`config.mk`:
```
export PLATFORM = sky130hd
export DESIGN_NAME = i2cmon_top
export DESIGN_NICKNAME = d
export VERILOG_FILES = /design/src/rtl/i2cmon_pkg.sv /design/src/rtl/i2cmon_sync.sv /design/src/rtl/i2cmon_cond.sv /design/src/rtl/i2cmon_core.sv /design/src/rtl/i2cmon_top.sv
export SDC_FILE = /design/constraint.sdc
export NUM_CORES = 1
export LEC_CHECK = 0
export BUFFER_PORTS_ARGS = -buffer_cell sky130_fd_sc_hd__buf_2
export CAP_MARGIN = 20
export CORE_ASPECT_RATIO = 1.5
export CORE_MARGIN = 2
export CORE_UTILIZATION = 46
export DETAILED_ROUTE_END_ITERATION = 12
export HOLD_SLACK_MARGIN = 0.12
export PLACE_DENSITY = 0.7
export SYNTH_ARGS = -nofsm -noshare
export SYNTH_HDL_FRONTEND = slang
export SYNTH_SLANG_ARGS = --single-unit
```
`constraint.sdc`:
```
create_clock -name clk -period 3.6 [get_ports clk]
set_input_delay 0.72 -clock clk [delete_from_list [all_inputs] [get_ports clk]]
set_output_delay 0.72 -clock clk [all_outputs]
set_load 0.01 [all_outputs]
```
`src/rtl/i2cmon_pkg.sv`:
```
package i2cmon_pkg;
   typedef enum logic [3:0] {
      EV_NONE    = 4'd0,
      EV_START   = 4'd1,
      EV_RSTART  = 4'd2,
      EV_ADDR_WR = 4'd3,
      EV_ADDR_RD = 4'd4,
      EV_DATA_WR = 4'd5,
      EV_DATA_RD = 4'd6,
      EV_ACK     = 4'd7,
      EV_NACK    = 4'd8,
      EV_STOP    = 4'd9
   } ev_kind_e;

   localparam int BYTE_W  = 8;
   localparam int BITS_PB = BYTE_W + 1;
endpackage

```
`src/rtl/i2cmon_sync.sv`:
```
module i2cmon_sync #(
   parameter int         WIDTH     = 2,
   parameter int         STAGES    = 2,
   parameter logic       RESET_VAL = 1'b1
) (
   input  logic             clk,
   input  logic             rst,
   input  logic [WIDTH-1:0] d,
   output logic [WIDTH-1:0] q
);
   if (STAGES < 2) begin : g_bad_depth
      $error("i2cmon_sync: STAGES must be at least 2");
   end

   logic [WIDTH-1:0] stg [STAGES];

   always_ff @(posedge clk) begin
      if (rst) stg[0] <= {WIDTH{RESET_VAL}};
      else     stg[0] <= d;
   end

   for (genvar g = 1; g < STAGES; g++) begin : g_stage
      always_ff @(posedge clk) begin
         if (rst) stg[g] <= {WIDTH{RESET_VAL}};
         else     stg[g] <= stg[g-1];
      end
   end

   assign q = stg[STAGES-1];
endmodule

```
`src/rtl/i2cmon_cond.sv`:
```
module i2cmon_cond (
   input  logic clk,
   input  logic rst,
   input  logic scl,
   input  logic sda,
   output logic start_det,
   output logic stop_det,
   output logic bit_stb,
   output logic bit_val
);
   logic scl_q, sda_q;

   always_ff @(posedge clk) begin
      if (rst) begin
         scl_q <= 1'b1;
         sda_q <= 1'b1;
      end else begin
         scl_q <= scl;
         sda_q <= sda;
      end
   end

   always_comb begin
      start_det = 1'b0;
      stop_det  = 1'b0;
      bit_stb   = 1'b0;
      bit_val   = sda;
      if (sda_q && !sda && scl)        start_det = 1'b1;
      else if (!scl)                   start_det = 1'b0;
      else if (!scl_q)                 bit_stb   = 1'b1;
      else if (!sda_q && sda)          stop_det  = 1'b1;
   end


   cond_excl_chk: assert property (@(posedge clk) disable iff (rst)
      $countones({start_det, stop_det, bit_stb}) <= 1);
endmodule

```
`src/rtl/i2cmon_core.sv`:
```
module i2cmon_core
   import i2cmon_pkg::*;
#(
   parameter int TS_W = 32
) (
   input  logic              clk,
   input  logic              rst,
   input  logic              start_det,
   input  logic              stop_det,
   input  logic              bit_stb,
   input  logic              bit_val,
   input  logic [TS_W-1:0]   ts,
   output logic              ev_valid,
   output ev_kind_e          ev_kind,
   output logic [BYTE_W-1:0] ev_data,
   output logic [TS_W-1:0]   ev_first,
   output logic [TS_W-1:0]   ev_last
);
   localparam int CNT_W = $clog2(BITS_PB + 1);
   localparam logic [CNT_W-1:0] LAST_BIT = CNT_W'(BYTE_W);

   logic              active, addr_ph, dir_rd;
   logic [CNT_W-1:0]  bitcnt;
   logic [BYTE_W-1:0] shreg;
   logic [TS_W-1:0]   first_ts, ack_ts;
   logic              ack_pend, ack_high;

   always_ff @(posedge clk) begin
      if (rst) begin
         active   <= 1'b0;
         addr_ph  <= 1'b0;
         dir_rd   <= 1'b0;
         bitcnt   <= '0;
         shreg    <= '0;
         first_ts <= '0;
         ack_ts   <= '0;
         ack_pend <= 1'b0;
         ack_high <= 1'b0;
         ev_valid <= 1'b0;
         ev_kind  <= EV_NONE;
         ev_data  <= '0;
         ev_first <= '0;
         ev_last  <= '0;
      end else begin
         ev_valid <= 1'b0;
         if (ack_pend) begin
            ev_valid <= 1'b1;
            ev_kind  <= ack_high ? EV_NACK : EV_ACK;
            ev_data  <= '0;
            ev_first <= ack_ts;
            ev_last  <= ack_ts;
            ack_pend <= 1'b0;
         end
         if (start_det) begin
            ev_valid <= 1'b1;
            ev_kind  <= active ? EV_RSTART : EV_START;
            ev_data  <= '0;
            ev_first <= ts;
            ev_last  <= ts;
            active   <= 1'b1;
            addr_ph  <= 1'b1;
            bitcnt   <= '0;
            shreg    <= '0;
         end else if (stop_det) begin
            ev_valid <= 1'b1;
            ev_kind  <= EV_STOP;
            ev_data  <= '0;
            ev_first <= ts;
            ev_last  <= ts;
            active   <= 1'b0;
            addr_ph  <= 1'b0;
            dir_rd   <= 1'b0;
            bitcnt   <= '0;
         end else if (bit_stb && active) begin
            if (bitcnt == LAST_BIT) begin
               ev_valid <= 1'b1;
               ev_first <= first_ts;
               ev_last  <= ts - TS_W'(1);
               if (addr_ph) begin
                  ev_kind <= shreg[0] ? EV_ADDR_RD : EV_ADDR_WR;
                  ev_data <= {shreg[BYTE_W-1:1], 1'b0};
                  dir_rd  <= shreg[0];
               end else begin
                  ev_kind <= dir_rd ? EV_DATA_RD : EV_DATA_WR;
                  ev_data <= shreg;
               end
               ack_pend <= 1'b1;
               ack_high <= bit_val;
               ack_ts   <= ts;
               bitcnt   <= '0;
               addr_ph  <= 1'b0;
            end else begin
               if (bitcnt == '0) first_ts <= ts;
               shreg  <= {shreg[BYTE_W-2:0], bit_val};
               bitcnt <= bitcnt + CNT_W'(1);
            end
         end
      end
   end

   logic byte_ev, ack_ev;
   assign byte_ev = ev_valid && (ev_kind inside {EV_ADDR_WR, EV_ADDR_RD, EV_DATA_WR, EV_DATA_RD});
   assign ack_ev  = ev_valid && (ev_kind inside {EV_ACK, EV_NACK});


   byte_then_ack_chk: assert property (@(posedge clk) disable iff (rst)
      byte_ev |=> ack_ev);

   ack_point_chk: assert property (@(posedge clk) disable iff (rst)
      ack_ev |-> (ev_first == ev_last));

   byte_span_chk: assert property (@(posedge clk) disable iff (rst)
      byte_ev |=> (ev_first == $past(ev_last) + TS_W'(1)));

   stop_idle_chk: assert property (@(posedge clk) disable iff (rst)
      stop_det |=> !active);

   bitcnt_range_chk: assert property (@(posedge clk) disable iff (rst)
      bitcnt <= LAST_BIT);
endmodule

```
`src/rtl/i2cmon_top.sv`:
```
module i2cmon_top
   import i2cmon_pkg::*;
#(
   parameter int TS_W        = 32,
   parameter int SYNC_STAGES = 2
) (
   input  logic            clk,
   input  logic            rst,
   input  logic            scl_in,
   input  logic            sda_in,
   output logic            ev_valid,
   output logic [3:0]      ev_kind,
   output logic [7:0]      ev_data,
   output logic [TS_W-1:0] ev_first,
   output logic [TS_W-1:0] ev_last
);
   if (TS_W < 8) begin : g_bad_ts
      $error("i2cmon_top: TS_W must be at least 8");
   end

   logic [TS_W-1:0] sample_cnt;
   logic [1:0]      lines_s;
   logic            start_det, stop_det, bit_stb, bit_val;
   ev_kind_e        kind_w;

   always_ff @(posedge clk) begin
      if (rst) sample_cnt <= '0;
      else     sample_cnt <= sample_cnt + TS_W'(1);
   end

   i2cmon_sync #(.WIDTH(2), .STAGES(SYNC_STAGES), .RESET_VAL(1'b1)) sync_i (
      .clk (clk),
      .rst (rst),
      .d   ({scl_in, sda_in}),
      .q   (lines_s)
   );

   i2cmon_cond cond_i (
      .clk       (clk),
      .rst       (rst),
      .scl       (lines_s[1]),
      .sda       (lines_s[0]),
      .start_det (start_det),
      .stop_det  (stop_det),
      .bit_stb   (bit_stb),
      .bit_val   (bit_val)
   );

   i2cmon_core #(.TS_W(TS_W)) core_i (
      .clk       (clk),
      .rst       (rst),
      .start_det (start_det),
      .stop_det  (stop_det),
      .bit_stb   (bit_stb),
      .bit_val   (bit_val),
      .ts        (sample_cnt),
      .ev_valid  (ev_valid),
      .ev_kind   (kind_w),
      .ev_data   (ev_data),
      .ev_first  (ev_first),
      .ev_last   (ev_last)
   );

   assign ev_kind = kind_w;
endmodule

```
## Yosys cells after proc, flatten, opt, wreduce, memory -nomap -nowiden

Memory sizes are Yosys's and may differ from the RTL's.
Index checks and enable logic that the tools add are counted.

| operators by class | value |
|---|---|
| $add $sub $neg | 3 |
| equality and inequality tests | 1 |
| muxes and demuxes | 54 |
| bitwise gates (word level) | 6 |
| reductions and logical operators | 21 |

Operator list:

| cell | number |
|---|---|
| two-way mux 32 bit | 10 |
| adder 32 x 1 -> 32 bit, second input constant | 1 |
| two-way mux 4 bit | 8 |
| subtractor 32 x 1 -> 32 bit, second input constant | 1 |
| two-way mux 1 bit | 28 |
| two-way mux 8 bit | 3 |
| two-way mux 2 bit | 4 |
| AND reduction 4 bit | 2 |
| nonzero test 2 bit | 4 |
| nonzero test 3 bit | 2 |
| AND reduction 5 bit | 1 |
| adder 4 x 1 -> 4 bit, second input constant | 1 |
| == test 4 bit, second input constant | 1 |
| logical AND 1 bit | 4 |
| zero test 4 bit | 1 |
| NOT 1 bit | 4 |
| OR reduction 4 bit | 1 |
| two-way mux 3 bit | 1 |
| AND reduction 3 bit | 1 |
| OR reduction 3 bit | 1 |
| zero test 1 bit | 2 |
| bitwise OR 1 bit | 2 |
| AND reduction 2 bit | 1 |
| OR reduction 2 bit | 1 |

| storage, ports and cells | value |
|---|---|
| flip-flop bits (word level) | 192 |
| memory bits (writable) | 4 |
| bits of input ports | 4 |
| output and inout port bits | 77 |
| logic and storage cells | 103 |
| memories kept | 1 |

Memory list:

| memory | words | bits a word | read ports | clocked after Yosys merged registers in | write ports | RTL line | RTL |
|---|---|---|---|---|---|---|---|
| sync_i.stg | 2 | 2 | 2 | 0 | 2 | i2cmon_sync.sv:15 | `logic [WIDTH-1:0] stg [STAGES];` |

## Longest topological paths before layout

Gate-level depths: netlist (run 1).
An unclocked memory read counts as a cell.

| logic depth | value |
|---|---|
| depth after elaboration | 9 |
| depth in mapped cells | 10 |
| gate-level depth less buffers | 7 |

## By module

A second synthesis (run 1) with hierarchy kept.

| unflattened totals | value |
|---|---|
| cell total of the unflattened synthesis | 1138 |
| area, all modules | 9238.9 sq um |

Modules (own cells, without submodules):

| module | times used | cells each | area an instance (sq um) | seq. area each (sq um) |
|---|---|---|---|---|
| i2cmon_core | 1 | 949 | 7537.2 | 3163.0 |
| i2cmon_top | 1 | 172 | 1493.9 | 640.6 |
| i2cmon_sync | 1 | 8 | 105.1 | 80.1 |
| i2cmon_cond | 1 | 9 | 102.6 | 40.0 |

## Worst setup path before layout (run 1)

Ideal clock, no wire load.

| path | value |
|---|---|
| path kind | register to register |
| start point | register sample_cnt[0] |
| end point | register core_i.ev_last[30] |
| library setup time | 0.132 ns |
| arrival | 2.014 ns |
| required time | 3.468 ns |
| path slack | 1.454 ns |
| cell stages (with the launch flop) | 11 |
| path buffers | 3 |
| period minus slack after synthesis | 2.146 ns |
| cell sequence | dfxtp_1 buf_2 inv_1 ha_1 or4b_1 buf_2 nand4bb_4 buf_6 o31a_1 o21ai_1 a21oi_1 |

| on the way | value |
|---|---|
| cells in the longest elaborated chain, start to end | 5 |

Ends and longest elaborated chain:

| what | RTL line | RTL |
|---|---|---|
| from (decl) | i2cmon_top.sv:21 | `logic [TS_W-1:0] sample_cnt;` |
| from (signal assigned) | i2cmon_top.sv:28 | `else sample_cnt <= sample_cnt + TS_W'(1);` |
| subtractor 32 x 1 -> 32 bit | i2cmon_core.sv:78 | `ev_last <= ts - TS_W'(1);` |
| two-way mux 32 bit | i2cmon_core.sv:75 | `if (bitcnt == LAST_BIT) begin` |
| two-way mux 32 bit | i2cmon_core.sv:74 | `end else if (bit_stb && active) begin` |
| two-way mux 32 bit | i2cmon_core.sv:64 | `end else if (stop_det) begin` |
| two-way mux 32 bit | i2cmon_core.sv:54 | `if (start_det) begin` |
| to (signal assigned) | i2cmon_core.sv:59 | `ev_last <= ts;` |
| to (signal assigned) | i2cmon_core.sv:69 | `ev_last <= ts;` |
| to (signal assigned) | i2cmon_core.sv:78 |  |
| to (decl) | i2cmon_core.sv:17 | `output logic [TS_W-1:0] ev_last` |

Every way passes these cells.
A chain may end at the register's enable or synchronous reset.

## Worst setup path after layout (run 1)

| path | value |
|---|---|
| start point | register core_i.bitcnt[0] |
| end point | register core_i.ev_last[27] |

| on the way | value |
|---|---|
| cells in the longest elaborated chain, start to end | 5 |

Ends and longest elaborated chain:

| what | RTL line | RTL |
|---|---|---|
| from (decl) | i2cmon_core.sv:23 | `logic [CNT_W-1:0] bitcnt;` |
| from (signal assigned) | i2cmon_core.sv:95 | `bitcnt <= bitcnt + CNT_W'(1);` |
| == test 4 bit | i2cmon_core.sv:75 |  |
| two-way mux 32 bit | i2cmon_core.sv:75 |  |
| two-way mux 32 bit | i2cmon_core.sv:74 |  |
| two-way mux 32 bit | i2cmon_core.sv:64 |  |
| two-way mux 32 bit | i2cmon_core.sv:54 |  |

Every way passes these cells.

==> results of run 1 <==
through the flow:
stage	area, um^2	worst slack, ns	util	hold slack [ns]	total power, W
detailed placement	9440	1.11	0.493	0.397	0.00243
CTS	10000	1.09	0.523	0.414	0.00428
global route	10000	0.916	0.523	0.431	0.00439
finish	10000	1.07	0.523	0.412	0.00426
floorplan	8980	1.45	-	0.389	0.00238
global placement	9440	1.15	0.493	0.396	0.00243
sequential cells by signal (all words and copies together), names as in the netlist, 4 cells and up:
register and cells:
core_i.ack_ts 32, core_i.bitcnt 4, core_i.ev_data 8, core_i.ev_first 32, core_i.ev_kind 4, core_i.ev_last 32, core_i.first_ts 32, core_i.shreg 8
sample_cnt 32, sync_i.stg 4
worst max-delay path, stage by stage, from the launching register on:
cell	delay [ns]
dfxtp_1	0.40
inv_1	0.06
ha_1	0.22
and3b_1	0.23
nand3_2	0.34
buf_4	0.64
nor3_1	0.08
and3_1	0.21
a211o_1	0.22
cells by family after synthesis:
group	share of synthesized area
buf+inv	0.0602
simple gates	0.228
flops	0.437
xor+xnor	0.0312
fa+ha+maj	0.00558
compound gates	0.184
mux	0.0546
cell usage in the layout (no fill, tap or decap), types with 12 or more instances in the layout:
master / count
a22oi_1: 34
buf_2: 79
o21ai_0: 42
nand3_1: 18
xnor2_1: 20
clkbuf_16: 17
inv_1: 31
mux2_2: 24
nor3_1: 27
dfxtp_1: 195
nor2_1: 68
nand2_1: 233
a21oi_1: 139
xor2_1: 12
mux2i_1: 22
power groups by stage:
stage / logic, W / clock network, W / registers (W)
floorplan: 0.000140 / 0 / 0.00224
global placement: 0.000190 / 0 / 0.00224
detailed placement: 0.000190 / 0 / 0.00224
CTS: 0.000192 / 0.00190 / 0.00219
global route: 0.000209 / 0.00198 / 0.00219
finish: 0.000193 / 0.00187 / 0.00219
worst paths after layout:
check,to,slack (ns),depth (start not counted)
min,sync_i.stg[1][1]$_SDFF_PP1_,0.41,1
max,core_i.ev_last[27]$_SDFF_PP0_,1.07,8
min reg2reg,sync_i.stg[1][1]$_SDFF_PP1_,0.41,1
max reg2reg,core_i.ev_last[27]$_SDFF_PP0_,1.07,8
metal layers:
layer  vias to the layer above  wire [um]  track usage
met3                        39       1080       0.0356
met1                      3684       9720        0.279
met4                         0        596       0.0989
met2                       223      11400        0.375
met5                         -          0            0
li1                       3889          -            -
final cells by class:
| class | instances | area [um^2] |
|---|---|---|
| fill | 1852 | 9140 |
| multi-input combinational | 796 | 4540 |
| sequential | 196 | 3930 |
| timing repair buffer | 93 | 538 |
| clock buffer | 17 | 425 |
| tap | 256 | 320 |
| clock inverter | 15 | 154 |
| inverter | 32 | 120 |
==> results_dict.tcl, run 1 <==
set metrics [dict create \
    tns_ns 0 \
    yosys.area.top_type "dfxtp_1" \
    gp_congestion 0.817 \
    numCtsBuffers 17 \
    cts_tree "built" \
    overflow 0 \
    hold_class "reg -> reg" \
    ys_seq_elements 196 \
    swShare 0.258 \
    ant_nets 0 \
    clockBufferDepth 2 \
    crit_path_start_kind "flip-flop" \
    cp-end-kind "flip-flop" \
    rsz0062_at_grt "no" \
    die_w_um 118 \
    start_util 0.469 \
    critical_path_class "reg -> reg" \
    clock_power_share 0.440 \
    irDropWorstVdd_uv 241 \
    layout.nets 1144 \
    first_pass_iters 8 \
    syn_nets 1133 \
    root_buffer "clkbuf_16" \
    coreArea_mm2 0.0192 \
    period_share 0.702 \
    layout_min_cycle_time_ns 2.53 \
    grt_max_degree 94 \
    grt_usage 0.222 \
    ys_top_cells_by_area "dfxtp_1, nand2_1, a21oi_1, clkbuf_1, mux2_2" \
    cp.required_ns 3.94 \
    final_cells 1405 \
    fmax_ghz 0.395 \
    areaGrowthSynthToFinish_pct 11.6 \
    path_max_fanout 62 \
    dp_cells 1373 \
    syn_area_mm2 0.00898 \
    max-cap-violations 0 \
    postSynthAreaPerCell_um2 7.98 \
    portBuffers 80 \
    startpoint "core_i.bitcnt[0]$_SDFFE_PP0P_" \
    viasPerCell 5.58 \
    worstMarginPinSlew_ns 0.992 \
    cts.sinks 196 \
    async_flop_share 0 \
    finalMaxSlewViolations 0 \
    ctsResizeCount 0 \
    hpwlAfterDp_um 14400 \
    drt-total-wl_um 22800 \
    hold_violations 0 \
    relSlewSlack 0.339 \
    skew_ns 0.0102 \
    antenna_found_initial 0 \
    vias 7835 \
    post_cts_buffers 0 \
    worstSkewPairLatency_ns 0.45 \
    internal-power_w 0.00316 \
    synth.most_common_cell "nand2_1" \
    wl_per_cell_um 16.2 \
    rows 62 \
    yosysSeqAreaShare 0.437 \
    worstHoldStart "sync_i.stg[0][1]$_SDFF_PP1_" \
    grt_pass1_vias 7409 \
    chipHeight_um 175 \
    arrival_ns 2.87 \
    hold_buffers 0 \
    yosys-top-cells-count "nand2_1, dfxtp_1, a21oi_1" \
    status "finished clean" \
    dieArea_mm2 0.0207 \
    drt_iter0_markers 626 \
    grt_pass1_wl_um 37500 \
    r2r_start "core_i.bitcnt[0]$_SDFFE_PP0P_" \
    yosys_warnings 0 \
    clkTransAtPathRegs_ns 0.08 \
    pin_count 81 \
    p_leak_nw 3.66 \
    synth_top_flop_cell "dfxtp_1" \
    synth_edf_count 0 \
    p_switching_w 0.00110 \
    insertedDiodeCount 0 \
    synth_top_area_frac 0.437 \
    sequentialPowerShare 0.515 \
    setup-violations-final 0 \
    drc 0 \
    htree_num_levels 4 \
    synth_cells 1125 \
    synth.distinct_cells 68 \
    drive_above_1_share 0.153 \
    p_per_area_mw_per_mm2 425 \
    p_comb_frac 0.045 \
]
No activity file was read; power rests on OpenSTA's default activity.
==> inputs of run 2 (changes only) <==
- clock period: 3.6 -> 2.6 ns (I/O delays scaled with it)
==> run 2 against run 1 <==
Clock skew fell by 0.0021 ns. Die area did not move. Final area rose by 1.5%. Worst setup slack got worse by 0.82 ns. Sequential power rose by 38%. First-iteration DRC count rose by 8.3%. Flip-flop and latch count did not move. Sequential share of layout area fell by 0.57 points. Hold slack got worse by 0.16 ns. Via count rose by 0.92%. Wire length barely moved. Largest power group unchanged.
==> results_dict.tcl, run 2 (synthesis results as in run 1) <==
set metrics [dict create \
    status "finished clean" \
    use_met1 0.266 \
    clock_power_share 0.435 \
    dpl_cell_area_mm2 0.00960 \
    die_w_um 118 \
    coreArea_mm2 0.0192 \
    rows 62 \
    dieArea_mm2 0.0207 \
    internal-power_w 0.00436 \
    hold_class "in -> reg" \
    grt_usage 0.223 \
    rsz0062_at_grt "no" \
    p_comb_frac 0.047 \
    dp_cells 1393 \
    setup-violations-final 0 \
    wl_per_cell_um 16.0 \
    relSlewSlack 0.583 \
    cp-end-kind "flip-flop" \
    drive_above_1_share 0.168 \
    viasPerCell 5.55 \
    final_common_cell "nand2_1" \
    period_share 0.902 \
    p_switching_w 0.00149 \
    cts_tree "built" \
    insertedDiodeCount 0 \
    critical_path_class "reg -> reg" \
    p_leak_nw 3.76 \
    crit_path_start_kind "flip-flop" \
    path_max_fanout 12 \
    hold_violations 0 \
    grtUsageMet2 0.397 \
    drt_iter0_markers 678 \
    numCtsBuffers 17 \
    portBuffers 80 \
    setup_ws_ns 0.255 \
    place_ws_ns 0.306 \
    vias 7907 \
    layout_min_cycle_time_ns 2.34 \
    overflow 0 \
    swShare 0.255 \
    ctsResizeCount 0 \
    cp.required_ns 2.92 \
    cts.sinks 196 \
    sequentialPowerShare 0.518 \
    layout.nets 1164 \
    start_util 0.469 \
    areaGrowthSynthToFinish_pct 13.3 \
    tns_ns 0 \
    final_cell_mix "nand2_1, dfxtp_1, a21oi_1" \
    grt_max_degree 95 \
    p_per_area_mw_per_mm2 576 \
    clockBufferDepth 2 \
    finalMaxSlewViolations 0 \
    pin_count 81 \
    drt-total-wl_um 22800 \
    skew_ns 0.00808 \
    worstSkewPairLatency_ns 0.44 \
    hpwlAfterDp_um 15100 \
    hold_buffers 0 \
    chipHeight_um 175 \
    grt.busiest_layer "met2" \
    root_buffer "clkbuf_16" \
    ant_nets 0 \
    max-cap-violations 0 \
    worstMarginPinSlew_ns 0.625 \
    drc 0 \
    use_met3 0.0395 \
    final_area_mm2 0.0102 \
    first_pass_iters 5 \
    grt_pass1_wl_um 37700 \
    final_cells 1425 \
    clkTransAtPathRegs_ns 0.08 \
    fmax_ghz 0.427 \
    grt_pass1_vias 7569 \
    htree_num_levels 4 \
    gp_congestion 0.836 \
    post_cts_buffers 0 \
    irDropWorstVdd_uv 321 \
    antenna_found_initial 0 \
    arrival_ns 2.67 \
]
[run 2: cell count changes in the layout (fill, tap and decap cells not counted), sizes merged]
cell    previous run  this run
clkinv             4         7
buf               93       113
inv               42        39
[run 2: layout make-up]
cell class | instances | area (um^2)
clock buffers | 17 | 425
flip-flops and latches | 196 | 3930
fillers | 1863 | 8990
repair buffers | 113 | 701
well taps | 256 | 320
clock inverters | 15 | 140
inverters | 32 | 120
multi-input cells | 796 | 4540
[run 2: final timing paths]
| path | from | to | slack [ns] | cells after the start |
|---|---|---|---|---|
| worst max-delay path | sample_cnt[1]$_SDFF_PP0_ | core_i.ev_last[24]$_SDFF_PP0_ | 0.26 | 7 |
| worst min-delay path | scl_in | sync_i.stg[0][1]$_SDFF_PP1_ | 0.26 | 2 |
| worst max register to register | sample_cnt[1]$_SDFF_PP0_ | core_i.ev_last[24]$_SDFF_PP0_ | 0.26 | 7 |
| worst min register to register | sync_i.stg[0][1]$_SDFF_PP1_ | sync_i.stg[1][1]$_SDFF_PP1_ | 0.41 | 1 |
[run 2: power groups by stage]
| stage | logic, W | registers, W | clock network (W) |
|---|---|---|---|
| after global routing | 0.000303 | 0.00303 | 0.00272 |
| after global placement | 0.000272 | 0.00310 | 0 |
| after floorplan | 0.000194 | 0.00310 | 0 |
| after detailed placement | 0.000275 | 0.00310 | 0 |
| final | 0.000277 | 0.00303 | 0.00255 |
| after CTS | 0.000276 | 0.00303 | 0.00259 |
[run 2: stage by stage]
step | util | power [W] | hold WS, ns
2_1_floorplan | - | 0.00329 | 0.389
3_3_place_gp | 0.501 | 0.00337 | 0.395
3_5_place_dp | 0.501 | 0.00338 | 0.396
4_1_cts | 0.531 | 0.00590 | 0.243
5_1_grt | 0.531 | 0.00605 | 0.248
6_report | 0.531 | 0.00585 | 0.256
[run 2: worst max-delay path: stages, from the launching register on]
cell and delay (ns):
dfxtp_1 0.41, inv_1 0.09, ha_1 0.16, or4b_1 0.60
nand4bb_4 0.40, o31a_1 0.33, o21ai_1 0.16, a21oi_1 0.08
[run 2: layer usage]
layer,wire length [um],vias to the layer above,part of all wire
li1,-,3938,-
met1,9600,3748,0.42
met2,11800,190,0.52
met3,935,31,0.041
met4,456,0,0.020
met5,0,-,0
